<file path="config.mk">
export PLATFORM = sky130hd
export DESIGN_NAME = bypass_capture_pipe
export DESIGN_NICKNAME = d
export VERILOG_FILES = /design/src/rtl/bcp_pkg.sv /design/src/rtl/bcp_pick.sv /design/src/rtl/bcp_stage.sv /design/src/rtl/bypass_capture_pipe.sv
export SDC_FILE = /design/constraint.sdc
export NUM_CORES = 1
export LEC_CHECK = 0
export ABC_CLOCK_PERIOD_IN_PS = 2810
export BUFFER_PORTS_ARGS = -buffer_cell sky130_fd_sc_hd__buf_4
export CAP_MARGIN = 20
export CORE_MARGIN = 3
export CORE_UTILIZATION = 39
export DETAILED_ROUTE_END_ITERATION = 12
export GPL_ROUTABILITY_DRIVEN = 0
export PLACE_DENSITY_LB_ADDON = 0.3
export SETUP_SLACK_MARGIN = 0.15
export SYNTH_ARGS = -nofsm -noshare
export SYNTH_HDL_FRONTEND = slang
export SYNTH_SLANG_ARGS = --single-unit
</file>
<file path="constraint.sdc">
create_clock -name clk -period 2.81 [get_ports clk]
set_input_delay 0.281 -clock clk [delete_from_list [all_inputs] [get_ports clk]]
set_output_delay 0.281 -clock clk [all_outputs]
set_load 0.005 [all_outputs]
</file>
<file path="src/rtl/bcp_pkg.sv">
// Package: shared default sizes for the staged operand forwarding pipeline.
// Assumes: every module takes these as parameter defaults, so one edit resizes the block.
package bcp_pkg;
    localparam int BCP_NRES  = 3;   // result broadcast buses
    localparam int BCP_DEPTH = 4;   // stages, equal to datapath depth
    localparam int BCP_NSRC  = 2;   // source operands per instruction
    localparam int BCP_TAGW  = 6;   // register tag width
    localparam int BCP_DW    = 32;  // data width
endpackage

</file>
<file path="src/rtl/bcp_pick.sv">
// Module: bcp_pick
// Selects the broadcast, if any, that one travelling operand may take this cycle.
// Assumes: the highest-numbered matching bus has priority, and tag 0 matches nothing.
module bcp_pick #(
    parameter int NRES = bcp_pkg::BCP_NRES,
    parameter int TAGW = bcp_pkg::BCP_TAGW,
    parameter int DW   = bcp_pkg::BCP_DW
) (
    input  logic [TAGW-1:0]           want_tag,
    input  logic [NRES-1:0]           res_valid,
    input  logic [NRES-1:0][TAGW-1:0] res_tag,
    input  logic [NRES-1:0][DW-1:0]   res_data,
    output logic                      hit,
    output logic [DW-1:0]             hit_data
);
    // Scan buses upward so that a later (higher) match overrides an earlier one.
    always_comb begin
        hit      = 1'b0;
        hit_data = '0;
        for (int b = 0; b < NRES; b++) begin
            if (res_valid[b] && (res_tag[b] == want_tag) && (want_tag != '0)) begin
                hit      = 1'b1;
                hit_data = res_data[b];
            end
        end
    end
endmodule

</file>
<file path="src/rtl/bcp_stage.sv">
// Module: bcp_stage
// One register stage of the forwarding chain. Missing operands of a valid slot take a matching
// broadcast, and everything else passes through unchanged.
// Assumes: the chain never stalls; synchronous active-low reset empties the stage.
module bcp_stage #(
    parameter int NRES = bcp_pkg::BCP_NRES,
    parameter int NSRC = bcp_pkg::BCP_NSRC,
    parameter int TAGW = bcp_pkg::BCP_TAGW,
    parameter int DW   = bcp_pkg::BCP_DW
) (
    input  logic                      clk,
    input  logic                      rst_n,
    input  logic                      in_valid,
    input  logic [NSRC-1:0][TAGW-1:0] in_tag,
    input  logic [NSRC-1:0][DW-1:0]   in_data,
    input  logic [NSRC-1:0]           in_have,
    input  logic [NRES-1:0]           res_valid,
    input  logic [NRES-1:0][TAGW-1:0] res_tag,
    input  logic [NRES-1:0][DW-1:0]   res_data,
    output logic                      q_valid,
    output logic [NSRC-1:0][TAGW-1:0] q_tag,
    output logic [NSRC-1:0][DW-1:0]   q_data,
    output logic [NSRC-1:0]           q_have
);
    logic [NSRC-1:0]         hit;
    logic [NSRC-1:0][DW-1:0] hit_data;
    logic [NSRC-1:0]         nxt_have;
    logic [NSRC-1:0][DW-1:0] nxt_data;

    for (genvar s = 0; s < NSRC; s++) begin : g_op
        bcp_pick #(.NRES(NRES), .TAGW(TAGW), .DW(DW)) u_pick (
            .want_tag (in_tag[s]),
            .res_valid(res_valid),
            .res_tag  (res_tag),
            .res_data (res_data),
            .hit      (hit[s]),
            .hit_data (hit_data[s])
        );

        // Take the broadcast only when the slot is live and the operand is still missing.
        always_comb begin
            if (in_valid && !in_have[s] && hit[s]) begin
                nxt_have[s] = 1'b1;
                nxt_data[s] = hit_data[s];
            end else begin
                nxt_have[s] = in_have[s];
                nxt_data[s] = in_data[s];
            end
        end

        // Independent view of which buses carry this operand's tag, for the checks below.
        logic [NRES-1:0] tag_eq;
        always_comb begin
            for (int b = 0; b < NRES; b++) begin
                tag_eq[b] = res_valid[b] && (res_tag[b] == in_tag[s]);
            end
        end

        assert_keep_first_R5: assert property (@(posedge clk) disable iff (!rst_n)
            (in_valid && in_have[s]) |=> (q_have[s] && q_data[s] == $past(in_data[s])));

        assert_tag_zero_R7: assert property (@(posedge clk) disable iff (!rst_n)
            (in_valid && !in_have[s] && in_tag[s] == '0)
                |=> (!q_have[s] && q_data[s] == $past(in_data[s])));

        assert_no_match_R6: assert property (@(posedge clk) disable iff (!rst_n)
            (in_valid && !in_have[s] && tag_eq == '0) |=> !q_have[s]);

        assert_top_bus_wins_R8: assert property (@(posedge clk) disable iff (!rst_n)
            (in_valid && !in_have[s] && in_tag[s] != '0 && tag_eq[NRES-1])
                |=> (q_have[s] && q_data[s] == $past(res_data[NRES-1])));

        assert_idle_slot_R9: assert property (@(posedge clk) disable iff (!rst_n)
            !in_valid |=> (!q_valid && q_have[s] == $past(in_have[s])));
    end

    // Advance the slot by one stage, or empty it on reset.
    always_ff @(posedge clk) begin
        if (!rst_n) begin
            q_valid <= 1'b0;
            q_tag   <= '0;
            q_data  <= '0;
            q_have  <= '0;
        end else begin
            q_valid <= in_valid;
            q_tag   <= in_tag;
            q_data  <= nxt_data;
            q_have  <= in_valid ? nxt_have : in_have;
        end
    end
endmodule

</file>
<file path="src/rtl/bypass_capture_pipe.sv">
// Module: bypass_capture_pipe (top)
// Chain of DEPTH forwarding stages that runs beside the functional-unit datapath. Each stage
// watches all NRES result buses, so no stage needs more than an (NRES+1):1 select per operand.
// Assumes: no stalls; the issue inputs are sampled every cycle; results appear at the last stage.
module bypass_capture_pipe #(
    parameter int NRES  = bcp_pkg::BCP_NRES,
    parameter int DEPTH = bcp_pkg::BCP_DEPTH,
    parameter int NSRC  = bcp_pkg::BCP_NSRC,
    parameter int TAGW  = bcp_pkg::BCP_TAGW,
    parameter int DW    = bcp_pkg::BCP_DW
) (
    input  logic                      clk,
    input  logic                      rst_n,
    input  logic                      iss_valid,
    input  logic [NSRC-1:0][TAGW-1:0] iss_tag,
    input  logic [NSRC-1:0][DW-1:0]   iss_data,
    input  logic [NSRC-1:0]           iss_have,
    input  logic [NRES-1:0]           res_valid,
    input  logic [NRES-1:0][TAGW-1:0] res_tag,
    input  logic [NRES-1:0][DW-1:0]   res_data,
    output logic                      out_valid,
    output logic [NSRC-1:0][DW-1:0]   out_data,
    output logic [NSRC-1:0]           out_have
);
    localparam int NLINK = DEPTH + 1;

    // Link k feeds stage k; link 0 is the issue port, link DEPTH is the last stage's output.
    logic [NLINK-1:0]                     lk_valid;
    logic [NLINK-1:0][NSRC-1:0][TAGW-1:0] lk_tag;
    logic [NLINK-1:0][NSRC-1:0][DW-1:0]   lk_data;
    logic [NLINK-1:0][NSRC-1:0]           lk_have;

    assign lk_valid[0] = iss_valid;
    assign lk_tag[0]   = iss_tag;
    assign lk_data[0]  = iss_data;
    assign lk_have[0]  = iss_have;

    for (genvar k = 0; k < DEPTH; k++) begin : g_stage
        bcp_stage #(.NRES(NRES), .NSRC(NSRC), .TAGW(TAGW), .DW(DW)) u_stage (
            .clk      (clk),
            .rst_n    (rst_n),
            .in_valid (lk_valid[k]),
            .in_tag   (lk_tag[k]),
            .in_data  (lk_data[k]),
            .in_have  (lk_have[k]),
            .res_valid(res_valid),
            .res_tag  (res_tag),
            .res_data (res_data),
            .q_valid  (lk_valid[k+1]),
            .q_tag    (lk_tag[k+1]),
            .q_data   (lk_data[k+1]),
            .q_have   (lk_have[k+1])
        );
    end

    assign out_valid = lk_valid[DEPTH];
    assign out_data  = lk_data[DEPTH];
    assign out_have  = lk_have[DEPTH];

    // An empty last stage never reports a present operand that came from a broadcast.
    assert_empty_out_R1: assert property (@(posedge clk) disable iff (!rst_n)
        (!lk_valid[DEPTH-1] && lk_have[DEPTH-1] == '0) |=> (!out_valid && out_have == '0));
endmodule

</file>
---- Word level (Yosys, flattened, before mapping) ----
Cells that the tools add are included.
Widths: inputs -> output; s select.
operators by class
  equality and inequality tests ........... 24
  multiplexer cells ....................... 68
  reductions and logical operators ........ 80
operators with widths
  cell               count
  $mux 32            32
  $eq 6x6->1         24
  $logic_and 1x1->1  64
  $reduce_bool 6->1  8
  $mux 1             32
  $logic_not 1->1    8
  $mux 2             4
storage, ports and cells
  logic and storage cells ................. 194
  input port bits ......................... 198
  output and inout bits ................... 67
  bits in registers ....................... 304

---- Depth between registers and ports, before layout ----
  depth after elaboration ................. 9
  mapped depth ............................ 10
  mapped depth without buffers ............ 6

---- Modules after synthesis ----
Synthesis repeated with hierarchy kept, for this count alone.
second synthesis, totals
  cell total of the unflattened synthesis .. 2728
  area, all modules ....................... 20398.3 um^2
by module, submodules not included
  module                              cells each  area each (um^2)  times used
  bcp_stage (g_stage[1].u_stage ...)  314         3046.7            3
  bcp_pick                            184         1028.5            8
  bcp_stage (g_stage[0].u_stage)      314         3030.4            1

---- Worst setup path before layout ----
No wires, ideal clock.
  path kind ............................... input -> register
  from .................................... input port iss_tag[8] (netlist bit)
  to ...................................... register g_stage[0].u_stage.q_data[40] (netlist bit)
  setup time .............................. 122 ps
  cell stages on the path ................. 8
  path buffers ............................ 2
  path slack .............................. 632 ps
  arrival ................................. 2056 ps
  cell sequence ........................... or4_1 > o211a_1 > and3_1 > buf_6 > or3_4 > nand4b_4 > buf_8 > o31ai_2
on the way
  cells in the longest elaborated chain, start to end .. 8
ends and longest elaborated chain
  item                  RTL line                   RTL
  from (decl)           bypass_capture_pipe.sv:15  input logic [NSRC-1:0][TAGW-1:0] iss_tag,
  $eq 6x6->1            bcp_pick.sv:21             if (res_valid[b] && (res_tag[b] == want_tag) && (want_tag != '0)) begin
  $logic_and 1x1->1     --
  $logic_and 1x1->1     bcp_pick.sv:21
  $mux 1 (3 in a row)   bcp_pick.sv:21
  $logic_and 1x1->1     bcp_stage.sv:42            if (in_valid && !in_have[s] && hit[s]) begin
  $mux 32 *             bcp_stage.sv:42
  to (signal assigned)  bcp_stage.sv:87            q_data <= nxt_data;
  to (decl)             bcp_stage.sv:22            output logic [NSRC-1:0][DW-1:0] q_data,
Every way passes the cells marked *; elsewhere a longest branch is shown, timed or not.
A chain may end at the register's enable or synchronous reset.

---- Worst setup path in the final report ----
  from .................................... input port iss_tag[6] (netlist bit)
  to ...................................... register g_stage[0].u_stage.q_have[1]
on the way
  cells in the longest elaborated chain, start to end .. 9
ends and longest elaborated chain
  item                  RTL line         RTL
  $eq 6x6->1            bcp_pick.sv:21
  $logic_and 1x1->1     --
  $logic_and 1x1->1     bcp_pick.sv:21
  $mux 1 (2 in a row)   bcp_pick.sv:21
  $mux 1 *              bcp_pick.sv:21
  $logic_and 1x1->1 *   bcp_stage.sv:42
  $mux 1 *              bcp_stage.sv:42
  $mux 2 *              bcp_stage.sv:88  q_have <= in_valid ? nxt_have : in_have;
  to (signal assigned)  bcp_stage.sv:88
  to (decl)             bcp_stage.sv:23  output logic [NSRC-1:0] q_have
Marks and branches as above.

==> results.txt <==
----------------------------------------------------
[STA]
  Final worst path period share ... 91.05%
  Pin slew with the least headroom to its limit ... around 1 ns
  Number of pins exceeding their max-slew limit in the final report ... 0
  Endpoints failing setup ... 0
  Setup repair after global routing missed its margin ... false
  Layout Skew ... between 0.02 and 0.03 ns
  Number of hold-slack violations in the final timing report ... 0
  Minimum period implied by the final worst setup slack ... 2.558 ns
  Max transition margin ... between 30% and 40%
  Highest clock frequency the design can meet ... approximately 390 MHz
  Setup TNS ... 0 ns

[CTS]
  Clock tree from TritonCTS ... built
  Register clock-pin slew on the reported worst setup and hold paths ... 0.06 ns
  Latest clock arrival within the worst-skew pair ... between 0.5 and 0.6 ns
  Number of H-tree levels ... 2
  Post-cts sizing count ... 0
  Clock Tree Root ... sky130_fd_sc_hd__clkbuf_16
  Deepest clock path buffer count ... 3
  Setup Fix Bufs, Post-CTS ... 0
  Num CTS Buffers ... 37
  Number of sinks driven by the clock tree ... 304

[Flow run]
  Count of maximum capacitance violations ... 0

[Die]
  Number of rows created at floorplan ... just under 80
  Core box area ... 44800 µm²
  Die Y ... 220.4 µm
  Die outline area ... 48600 µm²
  Chip Width ... 220.4 µm
  Ports placed on the boundary ... 265
  Initial Utilization ... 40.03%

[Placement]
  Area post-placement ... 20300 µm²
  Hpwl dp ... ~50 mm
  DP Cell Count ... 2991
  Count of buffers from port buffering ... approximately 260

[Logic synthesis]
  Synthesized area per cell ... 7.681 µm²
  Number of enable-type register cells in the synthesized netlist ... 0
  Post-synthesis cell type count ... 45
  Synthesized instance count ... 2335
  Count of warnings emitted by yosys ... 0
  Post-synth top area share ... between 30% and 40%
  Top FF cell, synth ... sky130_fd_sc_hd__dfxtp_1
  Yosys top cell by area ... sky130_fd_sc_hd__dfxtp_1
  Number of nets produced by synthesis ... 2533
  Area of the mapped netlist ... 17930 µm²
  Synth async-reset ratio ... 0%
  Leading post-synthesis cells by cell area ... sky130_fd_sc_hd__dfxtp_1, sky130_fd_sc_hd__nand2_1, sky130_fd_sc_hd__xnor2_1
  Sequential cell area fraction in the yosys report ... 33.93%
  #FFs+latches synth ... 304

[Global route]
  Antenna violations before repair ... 6
  Global-route wire length before repair ... about 120 mm
  Pin count of the biggest net entering global routing ... around 130
  Overall track demand over capacity in global routing ... 30.92%
  Number of global-route vias before repair ... 19130
  Remaining Overflow, GRT ... 0

[Detailed routing]
  Average routed wire per standard cell ... 24.70 µm
  Wirelength, routed ... just under 80 mm
  Detailed-route via count ... 19770
  Detailed-route vias per instance ... 6.300
  Detailed-routing iteration count for the pre-antenna-repair pass ... 7
  Antenna viol nets, final ... 0
  Iteration-0 DRC count of the detailed router ... 2579
  Number of DRC violations after detailed routing ... 0

[Power]
  Static leakage ... 0.008452 µW
  Total chip power ... between 10000 and 15000 µW
  Areal power density over the cells ... between 500 and 600 nW/µm²
  Worst supply voltage drop on vdd ... 0.0003204 V

[Hold path]
  Type of the tightest min-delay check ... in2reg
  Critical hold path startpoint ... iss_data[31]
  Number of cells on the worst hold path ... 3
  Destination of the worst hold path ... g_stage[0].u_stage.q_data[31]

[Finish]
  Share of final-layout standard cells stronger than drive strength 1 ... 20.10%
  Area overhead of the layout relative to synthesis ... 24.72%
  Final cell count without fillers ... roughly 3100
  Filler instances ... 4202
  Nets ... 2712
  Final non-filler cell area ... roughly 22000 µm²

[Critical path]
  Worst reg2reg setup slack ... roughly 0.26 ns
  Required time of the critical path ... 3.27 ns
  Startpoint-to-endpoint class of the critical path ... in2reg
  Sort of element at the end of the critical path ... flip-flop
  Depth of the worst register-to-register path ... 8
  Arrival time at the worst endpoint ... 3.02 ns
  FF-to-FF End ... g_stage[3].u_stage.q_data[9]
  Startpoint of the most critical register-to-register path ... g_stage[2].u_stage.q_tag[2]
  Maximum fanout along the worst path ... 5
  Kind of start point of the critical path ... input pin

[Run status]
  Outcome ... completed

----------------------------------------------------
[final cells by class]
| class | count | area (µm²) | area share [%] |
|---|---|---|---|
| antenna | 4 | 10.01 | 0.04475 |
| clock buffer | 52 | 1114 | 4.978 |
| inverter | 8 | 32.53 | 0.1454 |
| multi-input combinational | 1736 | 10660 | 47.64 |
| clock inverter | 15 | 182.7 | 0.8167 |
| sequential | 304 | 6086 | 27.21 |
| tap | 592 | 740.7 | 3.312 |
| timing repair buffer | 427 | 3546 | 15.85 |
[critical path: stages]
cell	delay, ns
sky130_fd_sc_hd__dlygate4sd3_1	0.56
sky130_fd_sc_hd__buf_4	0.17
sky130_fd_sc_hd__or2_2	0.34
sky130_fd_sc_hd__nor2_1	0.38
sky130_fd_sc_hd__nor3_4	0.12
sky130_fd_sc_hd__or3_4	0.42
sky130_fd_sc_hd__a21oi_1	0.15
sky130_fd_sc_hd__dlygate4sd3_1	0.56
sky130_fd_sc_hd__nor2_1	0.04
[flip-flops by register name, indices dropped and copies added, names as in the netlist]
register / count
g_stage.u_stage.q_valid: 4
g_stage.u_stage.q_have: 8
g_stage.u_stage.q_data: 256
g_stage.u_stage.q_tag: 36
[logic make-up (layout without fill, tap and decap cells)]
family,after synthesis,after routing,share of synthesized area (%)
buffers and inverters,295,502,7.332
XOR/XNOR,144,144,7.032
flip-flops,304,304,33.93
AO/OA/AOI/OAI,608,608,25.88
other,0,4,0
AND/OR/NAND/NOR,984,984,25.82
[cells in the mapped netlist (3+ instances only)]
cell	count
sky130_fd_sc_hd__a21oi_1	85
sky130_fd_sc_hd__and2_1	44
sky130_fd_sc_hd__o21ai_2	26
sky130_fd_sc_hd__or4_1	5
sky130_fd_sc_hd__and3_1	123
sky130_fd_sc_hd__nor3_2	13
sky130_fd_sc_hd__or3_1	8
sky130_fd_sc_hd__nand4_1	18
sky130_fd_sc_hd__nand3_1	212
sky130_fd_sc_hd__o31ai_2	36
sky130_fd_sc_hd__clkbuf_1	162
sky130_fd_sc_hd__nor2_1	141
sky130_fd_sc_hd__and4_1	3
sky130_fd_sc_hd__o311ai_4	3
sky130_fd_sc_hd__dfxtp_1	304
sky130_fd_sc_hd__buf_1	58
sky130_fd_sc_hd__buf_2	40
sky130_fd_sc_hd__o21ai_0	47
sky130_fd_sc_hd__xnor2_1	122
sky130_fd_sc_hd__a21o_1	63
sky130_fd_sc_hd__buf_8	3
sky130_fd_sc_hd__a31oi_1	63
sky130_fd_sc_hd__nor3_1	13
sky130_fd_sc_hd__inv_1	8
sky130_fd_sc_hd__nand2_1	392
sky130_fd_sc_hd__a311o_1	52
sky130_fd_sc_hd__buf_6	9
sky130_fd_sc_hd__nor4_1	4
sky130_fd_sc_hd__o31ai_1	83
sky130_fd_sc_hd__buf_4	15
sky130_fd_sc_hd__a211oi_1	116
sky130_fd_sc_hd__xor2_1	22
sky130_fd_sc_hd__o2bb2ai_1	26
[per-stage QoR]
stage | hold slack, ns | setup slack [ns] | util (%)
detailed placement | 0.4128 | 0.2165 | 45.31
floorplan | 0.3895 | 0.6321 | -
global placement | 0.4055 | 0.2661 | 45.31
global route | 0.03058 | 0.1403 | 49.93
finish | 0.02870 | 0.2515 | 49.93
CTS | 0.006010 | 0.3213 | 49.91
[where the power goes]
part | leakage [µW] | switching (µW) | internal, µW
clock | 0.000646 | 2060 | 3060
sequential | 0.00250 | 94.0 | 4520
combinational | 0.00530 | 852 | 624
total | 0.00845 | 3000 | 8200
[timing repair]
| action | in CTS | in global routing |
|---|---|---|
| endpoints found under the setup margin | 0 | 0 |
| hold endpoints to repair | 75 | 0 |
| hold buffers | 76 | 0 |
[cells in the final DEF, fill, tap and decap left out, drive strengths merged, types with 52 or more instances in the layout]
cell type and instances:
a211oi 116, a21o 63, a21oi 85, a311o 52, a31oi 63, and3 123, buf 351, clkbuf 52
dfxtp 304, dlygate4sd3 76, nand2 392, nand3 212, nor2 141, o21ai 73, o31ai 120, xnor2 122
[layer usage]
layer / wire, µm / part of all wire, % / up-vias / track usage (%)
met5: 28 / 0.036 / - / 0
met4: 5087 / 6.6 / 4 / 19.96
met3: 9076 / 12 / 338 / 7.045
met2: 33250 / 43 / 1472 / 46.59
met1: 30080 / 39 / 9315 / 39.83
li1: - / - / 8640 / -
[worst max-delay path by stage]
stage                     cells after the start                             to                        start
after floorplan                               8  g_stage[0].u_stage.q_data[40]                   iss_tag[8]
after global placement                        8  g_stage[0].u_stage.q_data[36]                   iss_tag[8]
after detailed placement                      8  g_stage[0].u_stage.q_data[33]                   iss_tag[8]
after CTS                                     9   g_stage[0].u_stage.q_have[1]                   iss_tag[6]
after global routing                          8   g_stage[3].u_stage.q_data[4]  g_stage[2].u_stage.q_tag[2]
final                                         9   g_stage[0].u_stage.q_have[1]                   iss_tag[6]
No activity file was read; power rests on OpenSTA's default activity.
